**config.mk**
```make
export PLATFORM = sky130hd
export DESIGN_NAME = retstk_unit
export DESIGN_NICKNAME = d
export VERILOG_FILES = /design/src/rtl/retstk_pkg.sv /design/src/rtl/retstk_cond.sv /design/src/rtl/retstk_lifo.sv /design/src/rtl/retstk_nextpc.sv /design/src/rtl/retstk_unit.sv
export SDC_FILE = /design/constraint.sdc
export NUM_CORES = 1
export LEC_CHECK = 0
export BUFFER_PORTS_ARGS = -buffer_cell sky130_fd_sc_hd__buf_4
export CORE_ASPECT_RATIO = 0.8
export CORE_MARGIN = 3
export CORE_UTILIZATION = 35
export CTS_CLUSTER_DIAMETER = 120
export DETAILED_ROUTE_END_ITERATION = 12
export PLACE_DENSITY = 0.6
export SETUP_SLACK_MARGIN = 0.3
export SKIP_LAST_GASP = 1
export SLEW_MARGIN = 20
export SYNTH_ARGS = -nofsm -noshare
export SYNTH_HDL_FRONTEND = slang
export SYNTH_SLANG_ARGS = --single-unit
```
**constraint.sdc**
```tcl
create_clock -name clk -period 3.04 [get_ports clk]
set_input_delay 0.152 -clock clk [delete_from_list [all_inputs] [get_ports clk]]
set_output_delay 0.152 -clock clk [all_outputs]
set_load 0.05 [all_outputs]
```
**src/rtl/retstk_pkg.sv**
```systemverilog
package retstk_pkg;

  localparam logic [1:0] OP_STEP = 2'b00;
  localparam logic [1:0] OP_CALL = 2'b01;
  localparam logic [1:0] OP_RET  = 2'b10;
  localparam logic [1:0] OP_IDLE = 2'b11;

  localparam logic [2:0] RT_ALWAYS = 3'd0;
  localparam logic [2:0] RT_CSET   = 3'd1;
  localparam logic [2:0] RT_CCLR   = 3'd2;
  localparam logic [2:0] RT_ZSET   = 3'd3;
  localparam logic [2:0] RT_ZCLR   = 3'd4;
  localparam logic [2:0] RT_SSET   = 3'd5;

  // Condition decode for returns; reserved codes never take.
  function automatic logic cond_met(input logic [2:0] rt, input logic c,
                                    input logic z, input logic s);
    logic r;
    case (rt)
      RT_ALWAYS: r = 1'b1;
      RT_CSET:   r = c;
      RT_CCLR:   r = ~c;
      RT_ZSET:   r = z;
      RT_ZCLR:   r = ~z;
      RT_SSET:   r = s;
      default:   r = 1'b0;
    endcase
    return r;
  endfunction

endpackage

```
**src/rtl/retstk_cond.sv**
```systemverilog
module retstk_cond #(
  parameter int ACC_W = 8
) (
  input  logic [2:0]       rtype_i,
  input  logic             carry_i,
  input  logic             sign_i,
  input  logic [ACC_W-1:0] acc_i,
  output logic             zero_o,
  output logic             met_o
);
  import retstk_pkg::*;

  always_comb begin
    zero_o = (acc_i == '0);
    met_o  = cond_met(rtype_i, carry_i, zero_o, sign_i);
  end

endmodule

```
**src/rtl/retstk_lifo.sv**
```systemverilog
module retstk_lifo #(
  parameter int AW    = 16,
  parameter int DEPTH = 8
) (
  input  logic          clk,
  input  logic          rst_n,
  input  logic          push_i,
  input  logic          pop_i,
  input  logic [AW-1:0] wdata_i,
  output logic [AW-1:0] rdata_o,
  output logic [$clog2(DEPTH+1)-1:0] count_o,
  output logic          full_o,
  output logic          empty_o
);
  localparam int CW = $clog2(DEPTH+1);
  localparam int IW = (DEPTH > 1) ? $clog2(DEPTH) : 1;

  logic [AW-1:0] mem [DEPTH];
  logic [CW-1:0] count;
  logic [DEPTH-1:0] wr_sel;
  logic push_ok, pop_ok;
  logic [IW-1:0] top_idx;

  assign full_o  = (count == CW'(DEPTH));
  assign empty_o = (count == '0);
  assign push_ok = push_i & ~full_o;
  assign pop_ok  = pop_i & ~empty_o;
  assign top_idx = IW'(count - 1'b1);
  assign count_o = count;

  // One write strobe per slot, decoded from the fill level.
  for (genvar g = 0; g < DEPTH; g++) begin : g_sel
    assign wr_sel[g] = push_ok & (count == CW'(g));
  end

  always_ff @(posedge clk or negedge rst_n) begin
    if (!rst_n) begin
      for (int i = 0; i < DEPTH; i++) mem[i] <= '0;
    end else begin
      for (int i = 0; i < DEPTH; i++)
        if (wr_sel[i]) mem[i] <= wdata_i;
    end
  end

  always_ff @(posedge clk or negedge rst_n) begin
    if (!rst_n)       count <= '0;
    else if (push_ok) count <= count + 1'b1;
    else if (pop_ok)  count <= count - 1'b1;
  end

  assign rdata_o = empty_o ? '0 : mem[top_idx];

endmodule

```
**src/rtl/retstk_nextpc.sv**
```systemverilog
module retstk_nextpc #(
  parameter int AW = 16
) (
  input  logic [AW-1:0] ip_i,
  input  logic [AW-1:0] target_i,
  input  logic [AW-1:0] popped_i,
  input  logic          call_i,
  input  logic          pop_i,
  input  logic          hold_i,
  output logic [AW-1:0] seq_ip_o,
  output logic [AW-1:0] next_ip_o
);
  function automatic logic [AW-1:0] ip_inc(input logic [AW-1:0] a);
    return a + 1'b1;
  endfunction

  assign seq_ip_o = ip_inc(ip_i);

  always_comb begin
    if (call_i)      next_ip_o = target_i;
    else if (pop_i)  next_ip_o = popped_i;
    else if (hold_i) next_ip_o = ip_i;
    else             next_ip_o = seq_ip_o;
  end

endmodule

```
**src/rtl/retstk_unit.sv**
```systemverilog
module retstk_unit #(
  parameter int AW    = 16,
  parameter int DEPTH = 8,
  parameter int ACC_W = 8
) (
  input  logic             clk,
  input  logic             rst_n,
  input  logic [1:0]       op_i,
  input  logic [2:0]       rtype_i,
  input  logic             carry_i,
  input  logic             sign_i,
  input  logic [ACC_W-1:0] acc_i,
  input  logic [AW-1:0]    ip_i,
  input  logic [AW-1:0]    target_i,
  output logic [AW-1:0]    next_ip_o,
  output logic             taken_o,
  output logic             overflow_o,
  output logic             underflow_o
);
  import retstk_pkg::*;
  localparam int CW = $clog2(DEPTH+1);

  logic          zero_w, met_w;
  logic          call_ev, ret_req, ret_fire, pop_ev, ovf_ev, unf_ev;
  logic [AW-1:0] popped_w, seq_ip_w;
  logic [CW-1:0] stk_count;
  logic          stk_full, stk_empty;
  logic          ovf_q, unf_q;

  retstk_cond #(.ACC_W(ACC_W)) u_cond (
    .rtype_i (rtype_i),
    .carry_i (carry_i),
    .sign_i  (sign_i),
    .acc_i   (acc_i),
    .zero_o  (zero_w),
    .met_o   (met_w)
  );

  assign call_ev  = (op_i == OP_CALL);
  assign ret_req  = (op_i == OP_RET);
  assign ret_fire = ret_req & met_w;
  assign pop_ev   = ret_fire & ~stk_empty;
  assign unf_ev   = ret_fire & stk_empty;
  assign ovf_ev   = call_ev & stk_full;

  retstk_lifo #(.AW(AW), .DEPTH(DEPTH)) u_lifo (
    .clk     (clk),
    .rst_n   (rst_n),
    .push_i  (call_ev),
    .pop_i   (pop_ev),
    .wdata_i (seq_ip_w),
    .rdata_o (popped_w),
    .count_o (stk_count),
    .full_o  (stk_full),
    .empty_o (stk_empty)
  );

  retstk_nextpc #(.AW(AW)) u_npc (
    .ip_i      (ip_i),
    .target_i  (target_i),
    .popped_i  (popped_w),
    .call_i    (call_ev),
    .pop_i     (pop_ev),
    .hold_i    (unf_ev),
    .seq_ip_o  (seq_ip_w),
    .next_ip_o (next_ip_o)
  );

  always_ff @(posedge clk or negedge rst_n) begin
    if (!rst_n) begin
      ovf_q <= 1'b0;
      unf_q <= 1'b0;
    end else begin
      if (ovf_ev) ovf_q <= 1'b1;
      if (unf_ev) unf_q <= 1'b1;
    end
  end

  assign taken_o     = call_ev | pop_ev;
  assign overflow_o  = ovf_q;
  assign underflow_o = unf_q;

endmodule

```
==> flow_metrics.tcl, run 1 <==
set metrics [dict create \
    status "finished, final reports clean" \
    final_hold_viol_count 0 \
    hold_depth 2 \
    nFillCells 1761 \
    die_y_um 130 \
    grt_remaining_overflow 0 \
    synth-main-ff-cell "dfrtp_1" \
    wire_per_inst_um 19.5 \
    multiInputGateArea_mm2 0.00337 \
    area_growth_pct 26.4 \
    tightest_slew_ns 0.894 \
    period_share_pct 87.3 \
    cts_num_sinks 134 \
    drt_iter0_drc 425 \
    core_mm2 0.0185 \
    yosys.cell_types.count 53 \
    syn_area_mm2 0.00674 \
    cts_tree "built" \
    holdPathEnd "u_lifo.mem[64]$_DFFE_PN0P_" \
    place.gp.congestion 0.798 \
    syn_inst 667 \
    synth_top_area_cell "dfrtp_1" \
    synth_nets 721 \
    report.final.slew_viol_count 0 \
    yosys_warnings 0 \
    r2r_slack_ns 0.87 \
    start_util_pct 36.5 \
    grt_pass1_wl_um 30500 \
    wl_um 19500 \
    cp_max_fo 26 \
    fin_worst_skew_ns 0.0137 \
    drive_gt1_share_pct 26.0 \
    rsz0062_at_grt "false" \
    ys_seq_elements 134 \
    cp-end-kind "output port" \
    tns_ns 0 \
    clk_path_buf_depth 2 \
    grt_max_degree 57 \
    whs_ns 0.0101 \
    port_buffers 67 \
    powerDensity_mw_per_mm2 1090 \
    drc_errors 0 \
    layout_min_cycle_time_ns 2.65 \
    root_buffer "clkbuf_16" \
    max_freq_ghz 0.377 \
    clk_pin_slew_ns 0.06 \
    worstSetupPathType "reg2out" \
    grtUsageTotal_pct 18.9 \
    clock_latency_ns 0.42 \
    worst_slack_ns 0.386 \
    r2r_end "u_lifo.mem[100]$_DFFE_PN0P_" \
    hp-class "in2reg" \
    first_pass_iters 5 \
    num_rows 44 \
    register_area_mm2 0.00336 \
    synth_edf_count 0 \
    vias 5503 \
    h-tree-depth 4 \
    relSlewSlack_pct 40.0 \
    cts_made_buffers 17 \
    netlist_top_cells_count "nand2_1 (135), dfrtp_1 (134), o21ai_0 (107)" \
    r2r_start "u_lifo.count_o[0]$_DFFE_PN0P_" \
    pin_count 68 \
    p_leak_nw 3.70 \
    avgViaCountPerCell 5.49 \
    synth.avg_cell_area_um2 10.1 \
    setup_violations 0 \
    first_global_vias 5458 \
    hpwlAfterDp_um 12800 \
    cp.arrival_ns 2.50 \
    synth.yosys.seq_area_share_pct 49.7 \
    final_util_pct 46.1 \
    yosysTopAreaCellShare_pct 49.7 \
    drtAntennaViolNets 0 \
    synthArstFlopShare_pct 100 \
    min_from "ip_i[0]" \
    diodes 0 \
    crit_path_start_kind "flip-flop" \
    ir_worst_vdd_mv 0.463 \
    nets 790 \
    drv_cap 0 \
    rr_worst_depth 6 \
    dieArea_mm2 0.0210 \
    synth.most_common_cell "nand2_1" \
    grt_antenna_before_repair 0 \
    cp_data_required_time_ns 2.89 \
    fp.dieW_um 161 \
    post-place-ws_ns 0.353 \
    synthTopCellsByArea "dfrtp_1 (50%), mux4_2 (10%), o21ai_0 (7.9%)" \
]
==> power breakdown <==
group          internal [mW]  leakage [nW]  switching [mW]
Combinational           1.88          1.69            2.19
Clock                   1.38         0.299           0.796
Sequential              2.60          1.71           0.485
==> repair_timing <==
action | in CTS | in global routing
resized for setup | 5 | 8
pin swaps | 1 | 1
buffers inserted | 2 | 3
hold buffers | 1 | 0
hold endpoints to repair | 48 | 0
setup endpoints to repair | 16 | 15
==> metal layers <==
metal	track usage (%)	wire length, um	vias to the layer above
met3	4.06	1450	27
met2	30.0	8950	217
met4	6.12	314	0
met1	26.1	8780	2746
li1	-	-	2513
met5	0	0	-
==> how the worst max path moves through the flow <==
stage	from	to	slack (ns)	depth (start not counted)
5_1_grt	u_lifo.count_o[1]$_DFFE_PN0P_	next_ip_o[7]	0.31	9
4_1_cts	u_lifo.count_o[1]$_DFFE_PN0P_	next_ip_o[5]	0.31	9
3_5_place_dp	u_lifo.count_o[1]$_DFFE_PN0P_	next_ip_o[0]	0.35	8
2_1_floorplan	u_lifo.count_o[0]$_DFFE_PN0P_	next_ip_o[12]	0.31	12
3_3_place_gp	u_lifo.count_o[1]$_DFFE_PN0P_	next_ip_o[0]	0.43	8
6_report	u_lifo.count_o[1]$_DFFE_PN0P_	next_ip_o[4]	0.39	9
==> registers in the layout, summed over array words and instances, names as in the netlist <==
register	count
u_lifo.count_o	4
overflow_o	1
u_lifo.mem	128
underflow_o	1
==> final cells by class <==
class / instances / area share (%)
Clock buffer: 22 / 5.68
Inverter: 8 / 0.352
Clock inverter: 10 / 1.69
Multi-Input combinational cell: 478 / 39.6
Tap cell: 253 / 3.71
Sequential cell: 134 / 39.4
Timing Repair Buffer: 97 / 9.59
==> through the flow <==
stage / std cells / cell area, um^2 / power [mW]
2_1_floorplan: 667 / 6940 / 5.91
3_3_place_gp: 964 / 7780 / 6.83
3_5_place_dp: 964 / 7780 / 6.97
4_1_cts: 999 / 8480 / 9.31
5_1_grt: 1002 / 8520 / 9.93
6_report: 1002 / 8520 / 9.33
==> cells in the final DEF (no fill, tap or decap), types with 3 or more instances in the layout <==
cell type,count
buf_6,3
buf_4,87
mux2_2,5
nand4_1,4
a21oi_1,32
nand4b_1,5
nor3b_1,4
o21ai_0,107
ha_1,4
clkbuf_8,4
nor2_1,49
xor2_1,5
nor3_1,4
o311ai_1,3
nor4_1,4
bufinv_16,3
o211ai_1,4
inv_1,6
mux4_2,30
clkinvlp_4,3
nor2_2,3
mux2i_1,3
buf_12,6
xnor2_1,10
a221oi_4,12
nand3_1,21
dfrtp_1,132
nand2_1,135
clkbuf_16,17
==> worst max-delay path: stages, from the launching register on <==
cell and delay [ns]:
dfrtp_1 0.41, inv_2 0.09, ha_4 0.29, buf_12 0.21, mux4_2 0.23, nand2_1 0.05
nand3_1 0.07, o21ai_0 0.14, a221oi_4 0.37, buf_6 0.21
==> kinds of logic (layout without fill, tap and decap cells) <==
kind of cell               count (synthesis)  in the layout  synth area share (%)
muxes                                     39             39                  11.5
AOI/OAI and AO/OA                        174            174                  15.3
adders and majority gates                  5              5                 0.928
DFF                                      134            134                  49.7
buffers and inverters                     55            137                  3.64
xor gates and xnor gates                  17             17                  2.60
and+or+nand+nor                          243            243                  16.3
(Power assumes the default switching activity.)
==> run 2: changes to the inputs <==
--- a/config.mk
+++ b/config.mk
@@ -8,10 +8,10 @@
 export BUFFER_PORTS_ARGS = -buffer_cell sky130_fd_sc_hd__buf_4
 export CORE_ASPECT_RATIO = 0.8
 export CORE_MARGIN = 3
-export CORE_UTILIZATION = 35
-export CTS_CLUSTER_DIAMETER = 120
+export CORE_UTILIZATION = 59
+export CTS_CLUSTER_DIAMETER = 80
 export DETAILED_ROUTE_END_ITERATION = 12
-export PLACE_DENSITY = 0.6
+export PLACE_DENSITY = 0.88
 export SETUP_SLACK_MARGIN = 0.3
 export SKIP_LAST_GASP = 1
 export SLEW_MARGIN = 20
==> constraint.sdc (replaced) <==
create_clock -name clk -period 3.04 [get_ports clk]
set_input_delay 0.152 -clock clk [delete_from_list [all_inputs] [get_ports clk]]
set_output_delay 0.152 -clock clk [all_outputs]
set_load 0.01 [all_outputs]
==> run 2 against run 1 <==
Worst setup slack lost 0.021 ns. Power fell by 1.8%. Worst hold slack gained 0.020 ns. Wire length shrank 2.0%. Combinational power down 5.2%. Fmax shrank 0.77%. Sequential cell count did not move. Sequential share of layout area up 1.7 points. Global-route usage up 13 points. Critical path depth stayed put. Sequential power about the same.
==> flow_metrics.tcl, run 2 (synthesized netlist as in run 1, its figures left out) <==
set metrics [dict create \
    status "finished, final reports clean" \
    p_int_mw 5.81 \
    grtUsageMet1_pct 39.6 \
    top_register "u_lifo.mem" \
    cp.arrival_ns 2.52 \
    grt_antenna_before_repair 0 \
    grt_remaining_overflow 0 \
    num_rows 34 \
    final_cell_mix "nand2_1 (134), dfrtp_1 (132), o21ai_0 (107)" \
    largest_reg_flops 128 \
    seqPwrFrac_pct 34.1 \
    cp_top_family "buffers and inverters" \
    diodes 0 \
    report.final.slew_viol_count 0 \
    nets 787 \
    vias 5757 \
    worstSetupPathType "reg2out" \
    relSlewSlack_pct 42.0 \
    rsz0062_at_grt "false" \
    drive_gt1_share_pct 25.3 \
    die_y_um 102 \
    holdPathEnd "u_lifo.mem[80]$_DFFE_PN0P_" \
    root_buffer "clkbuf_16" \
    cp_max_fo 20 \
    drt_iter0_drc 758 \
    first_global_vias 6050 \
    drv_cap 0 \
    clock_latency_ns 0.42 \
    cts_num_sinks 134 \
    p_sw_share_pct 36.5 \
    drtAntennaViolNets 0 \
    r2r_slack_ns 0.78 \
    use_met3_pct 9.38 \
    h-tree-depth 4 \
    wl_um 19100 \
    cp_slowest_cell "dfrtp_1" \
    fin_worst_skew_ns 0.00921 \
    ir_worst_vdd_mv 0.609 \
    wire_per_inst_um 21.5 \
    crit_chain "inv_2 > ha_4 > buf_16 > mux4_2 > nand2_1 > nand3_1 > o211ai_1 > o311ai_0 > buf_4" \
    clk_path_buf_depth 2 \
    cp-end-kind "output port" \
    hpwlAfterDp_um 11700 \
    power_mw 9.16 \
    cts_tree "built" \
    first_pass_iters 6 \
    cp_num_buf_inv 3 \
    hp-class "in2reg" \
    drc_errors 0 \
    hold_depth 2 \
    layout_min_cycle_time_ns 2.67 \
    period_share_pct 88.0 \
    fp.dieW_um 126 \
    slowest_delay_ns 0.42 \
    grtUsageTotal_pct 31.6 \
    clk_pin_slew_ns 0.06 \
    core_mm2 0.0110 \
    grt_pass1_wl_um 30900 \
    tightest_slew_ns 0.864 \
    p_sw_mw 3.35 \
    p_comb_share_pct 42.2 \
    port_buffers 67 \
    place.gp.congestion 0.957 \
    powerDensity_mw_per_mm2 1120 \
    p_clk_share_pct 23.8 \
    r2r_start "u_lifo.count_o[0]$_DFFE_PN0P_" \
    avgViaCountPerCell 6.47 \
    min_from "ip_i[0]" \
    grt_busiest_layer "met2" \
    area_growth_pct 21.2 \
    max_freq_ghz 0.374 \
    p_leak_nw 3.64 \
    cts_made_buffers 17 \
    crit_path_start_kind "flip-flop" \
    pin_count 68 \
    met2_usage_pct 50.6 \
    rr_worst_depth 6 \
    dieArea_mm2 0.0128 \
    r2r_end "u_lifo.mem[110]$_DFFE_PN0P_" \
    start_util_pct 61.2 \
    final_hold_viol_count 0 \
    setup_violations 0 \
    cp_data_required_time_ns 2.89 \
    tns_ns 0 \
    layout_commonest_cell "nand2_1" \
    grt_max_degree 101 \
]
-- run 2: changes by cell type in the layout (fill, tap and decap cells not counted), moves of 2 or more --
| cell | before | now |
|---|---|---|
| a221oi_4 | 12 | 0 |
| a221oi_2 | 0 | 7 |
| a221oi_1 | 0 | 5 |
| buf_12 | 6 | 2 |
| inv_6 | 1 | 5 |
| clkbuf_8 | 4 | 1 |
| buf_6 | 3 | 1 |
| inv_8 | 0 | 2 |
| o311ai_0 | 0 | 2 |
| o311ai_1 | 3 | 1 |
-- run 2: worst max path at each step --
| stage | cells after the start | end | start |
|---|---|---|---|
| floorplan | 11 | next_ip_o[2] | u_lifo.count_o[0]$_DFFE_PN0P_ |
| global placement | 5 | u_lifo.mem[108]$_DFFE_PN0P_ | u_lifo.count_o[0]$_DFFE_PN0P_ |
| detailed placement | 6 | u_lifo.mem[99]$_DFFE_PN0P_ | u_lifo.count_o[0]$_DFFE_PN0P_ |
| CTS | 7 | next_ip_o[5] | u_lifo.count_o[2]$_DFFE_PN0P_ |
| global route | 9 | next_ip_o[0] | u_lifo.count_o[1]$_DFFE_PN0P_ |
| finish | 9 | next_ip_o[6] | u_lifo.count_o[1]$_DFFE_PN0P_ |
-- run 2: area by class of cell --
cell class | instances | area (um^2)
Clock buffer | 18 | 439
Timing Repair Buffer | 94 | 782
Inverter | 8 | 30.0
Sequential cell | 134 | 3360
Tap cell | 144 | 180
Fill cell | 712 | 2840
Clock inverter | 14 | 188
Multi-Input combinational cell | 478 | 3200
-- run 2: power by group through the flow --
stage	clock, mW	combinational, mW	sequential (mW)
final	2.18	3.86	3.12
after global routing	2.29	4.20	3.19
after CTS	2.19	3.71	3.08
after detailed placement	0	3.42	3.08
after global placement	0	3.28	3.01
after floorplan	0	2.59	2.92
-- run 2: metal layers --
layer | up-vias | part of all wire, %
li1 | 2507 | -
met1 | 2801 | 38
met2 | 377 | 47
met3 | 72 | 10
met4 | 0 | 4.1
met5 | - | 0
-- run 2: what timing repair did --
action / 4_1_cts / 5_1_grt
gates cloned: 1 / 0
endpoints found under the hold margin: 34 / 0
endpoints found under the setup margin: 16 / 16
buffers inserted: 0 / 4
hold buffers: 1 / 0
gates resized for setup: 5 / 12
pin swaps: 0 / 1
-- run 2: stage by stage --
step	instances	setup WS [ns]	hold WS (ns)	utilization, %	instance area (um^2)
floorplan	667	0.379	-0.144	-	6740
global route	890	0.297	0.0259	74.2	8180
detailed placement	852	0.498	0.144	67.2	7410
finish	890	0.365	0.0298	74.2	8180
CTS	886	0.260	0.00297	73.6	8110
global placement	852	0.590	0.135	67.2	7410
-- run 2: worst reg2reg max path, delay by kind of cell (launching register included) --
| kind | cells | cell delay, ns |
|---|---|---|
| compound gates | 1 | 0.13 |
| fa+ha+maj | 1 | 0.26 |
| buf+inv | 2 | 0.69 |
| flops | 1 | 0.39 |
| simple gates | 2 | 0.71 |
==> run 3: changes to the inputs <==
--- a/config.mk
+++ b/config.mk
@@ -8,13 +8,13 @@
 export BUFFER_PORTS_ARGS = -buffer_cell sky130_fd_sc_hd__buf_4
 export CORE_ASPECT_RATIO = 0.8
 export CORE_MARGIN = 3
-export CORE_UTILIZATION = 59
+export CORE_UTILIZATION = 60
 export CTS_CLUSTER_DIAMETER = 80
 export DETAILED_ROUTE_END_ITERATION = 12
 export PLACE_DENSITY = 0.88
 export SETUP_SLACK_MARGIN = 0.3
 export SKIP_LAST_GASP = 1
-export SLEW_MARGIN = 20
 export SYNTH_ARGS = -nofsm -noshare
 export SYNTH_HDL_FRONTEND = slang
+export SYNTH_HIERARCHICAL = 1
 export SYNTH_SLANG_ARGS = --single-unit
==> run 3 against run 2 <==
The flow now finishes with violations (negative hold slack, negative setup slack). Power is 12% higher. Wire length rose by 34%. Cell area grew 16%. Critical path depth is 1 higher. Critical path type unchanged. Largest cell class is now multi-input gates.
==> flow_metrics.tcl, run 3 <==
set metrics [dict create \
    status "finished with violations" \
    failed_checks "negative hold slack, negative setup slack" \
    worst_slack_ns -0.238 \
    p_sw_mw 3.70 \
    drc_errors 0 \
    relSlewSlack_pct 20.4 \
    fp.dieW_um 132 \
    cp_max_fo 10 \
    syn_area_mm2 0.00762 \
    cp-end-kind "output port" \
    report.final.slew_viol_count 0 \
    drive_gt1_share_pct 53.4 \
    cp.arrival_ns 3.13 \
    wl_um 25600 \
    crit_chain "inv_4 > ha_4 > buf_12 > buf_6 > mux4_2 > inv_1 > o22ai_1 > mux2i_1 > o21ai_1 > buf_4" \
    hp-class "in2async" \
    stdcell_count 858 \
    drt_iter0_drc 962 \
    clk_pin_slew_ns 0.06 \
    first_global_vias 6272 \
    final_hold_viol_count 48 \
    synth_top_family_by_area "multiplexers" \
    worstSetupPathType "reg2out" \
    avgViaCountPerCell 7.18 \
    r2r_slack_ns 0.70 \
    synth.avg_cell_area_um2 13.3 \
    tightest_slew_ns 1.19 \
    p_comb_share_pct 47.8 \
    synth_adder_area_share_pct 0.821 \
    vias 6163 \
    hpwlAfterDp_um 12500 \
    synth-main-ff-cell "dfrtp_1" \
    core_mm2 0.0123 \
    cts_num_sinks 134 \
    layout_commonest_cell "dfrtp_1" \
    synth_mux_area_share_pct 32.5 \
    placed_area_mm2 0.00828 \
    fin_area_mm2 0.00945 \
    rr_worst_depth 7 \
    dp.cells 795 \
    slowest_delay_ns 0.49 \
    yosysTopAreaCellShare_pct 44.0 \
    first_pass_iters 6 \
    max_freq_ghz 0.305 \
    cp_slowest_cell "o21ai_1" \
    syn_inst 572 \
    drv_cap 0 \
    top_register "u_lifo/mem" \
    power_mw 10.3 \
    synth_compound_area_share_pct 5.48 \
    num_rows 36 \
    period_share_pct 108 \
    cts.hold.buffers_added 0 \
    grtUsageTotal_pct 34.2 \
    grt_max_degree 92 \
    netlist_top_cells_count "dfrtp_1 (134), mux2_4 (70), mux2_2 (59)" \
    grt_antenna_before_repair 0 \
    whs_ns -0.0519 \
    h-tree-depth 4 \
    yosys.cell_types.count 63 \
    cp_data_required_time_ns 2.89 \
    r2r_start "u_lifo/count_o[0]$_DFFE_PN0P_" \
    synth_nets 626 \
    p_clk_share_pct 21.5 \
    wire_per_inst_um 29.8 \
    rsz0062_at_grt "true" \
    final_cell_mix "dfrtp_1 (132), buf_4 (107), mux2_4 (70)" \
    synth_edf_count 0 \
    root_buffer "clkbuf_16" \
    synthTopCellsByArea "dfrtp_1 (44%), mux2_4 (14%), mux4_2 (9.5%)" \
    p_int_mw 6.57 \
    dieArea_mm2 0.0141 \
    pin_count 68 \
    cts_made_buffers 17 \
    ys_seq_elements 134 \
    synthArstFlopShare_pct 100 \
    start_util_pct 62.0 \
    area_growth_pct 24.0 \
    p_sw_share_pct 36.0 \
    fin_worst_skew_ns 0.0143 \
    p_leak_nw 4.35 \
    final_util_pct 76.8 \
    port_buffers 67 \
    drtAntennaViolNets 0 \
    layout_min_cycle_time_ns 3.28 \
    clock_latency_ns 0.44 \
    largest_reg_flops 128 \
    grt_remaining_overflow 0 \
    crit_path_start_kind "flip-flop" \
    diodes 0 \
    nets 730 \
    synth.most_common_cell "dfrtp_1" \
    synth.yosys.seq_area_share_pct 44.0 \
    yosys_warnings 6 \
    r2r_end "u_lifo/mem[78]$_DFFE_PN0P_" \
    die_y_um 107 \
    post-place-ws_ns 0.186 \
    setup_violations 1 \
    grt_pass1_wl_um 36200 \
    clk_path_buf_depth 2 \
    synth_xor_area_share_pct 2.99 \
    tns_ns -0.238 \
    place.gp.congestion 0.912 \
    cts_tree "built" \
    synth-simple-area-share_pct 8.65 \
    powerDensity_mw_per_mm2 1090 \
    synth_top_area_cell "dfrtp_1" \
    ir_worst_vdd_mv 0.598 \
    seqPwrFrac_pct 30.8 \
]
==> run 3: changes by cell type in the layout (fill, tap and decap cells not counted), sizes merged, moves of 5 or more <==
cell | before | now
o21ai | 110 | 8
clkinv | 1 | 6
nand3 | 21 | 14
a22oi | 0 | 7
xor2 | 6 | 11
nand2 | 135 | 18
a21oi | 32 | 10
o22ai | 1 | 20
mux2 | 6 | 129
inv | 15 | 45
nor2 | 52 | 16
buf | 92 | 119
a221oi | 12 | 1
==> run 3: per-layer routing <==
layer  up-vias  share of wire (%)  global-route usage (%)
met1      2998                 34                    40.4
met2       623                 45                    53.4
met5         -                  0                       0
li1       2293                  -                       -
met3       249                 12                    9.57
met4         0                9.3                    26.6
==> run 3: logic make-up after synthesis <==
group	count (synthesis)
compound gates	63
buf+inv	81
fa+ha+maj	5
flops	134
mux	165
simple gates	98
xor+xnor	26
==> run 3: repair_timing <==
item | CTS | global route
setup endpoints to repair | 16 | 16
resized for setup | 36 | 20
pin swaps | 4 | 5
buffers inserted | 12 | 19
gates cloned | 1 | 1
==> run 3: power groups by stage <==
stage	combinational, mW	clock, mW	sequential (mW)
global placement	3.65	0	2.94
floorplan	2.93	0	2.87
detailed placement	3.78	0	3.04
global route	5.05	2.29	3.20
CTS	4.24	2.19	3.05
finish	4.90	2.20	3.16
==> run 3: worst max-delay path by stage <==
stage,from,to,slack (ns),cells after the start
after detailed placement,acc_i[5],next_ip_o[9],0.19,10
after floorplan,u_lifo/count_o[0]$_DFFE_PN0P_,next_ip_o[13],0.32,13
after global placement,acc_i[5],next_ip_o[14],0.23,10
after global routing,u_lifo/count_o[0]$_DFFE_PN0P_,next_ip_o[3],-0.29,10
final,u_lifo/count_o[0]$_DFFE_PN0P_,next_ip_o[3],-0.24,10
after CTS,u_lifo/count_o[0]$_DFFE_PN0P_,next_ip_o[12],0.29,11
==> run 3: layout make-up <==
type,instances,area [um^2]
tap,171,214
sequential,134,3360
inverter,45,176
timing repair buffer,121,1050
fill,582,2850
multi-input combinational,357,4040
clock inverter,12,180
clock buffer,18,439
==> run 3: critical path: cells and delay by family, from the launching register on <==
kind,cells,cell delay (ns)
compound gates,2,0.83
mux,2,0.42
buf+inv,5,0.67
fa+ha+maj,1,0.35
flops,1,0.42
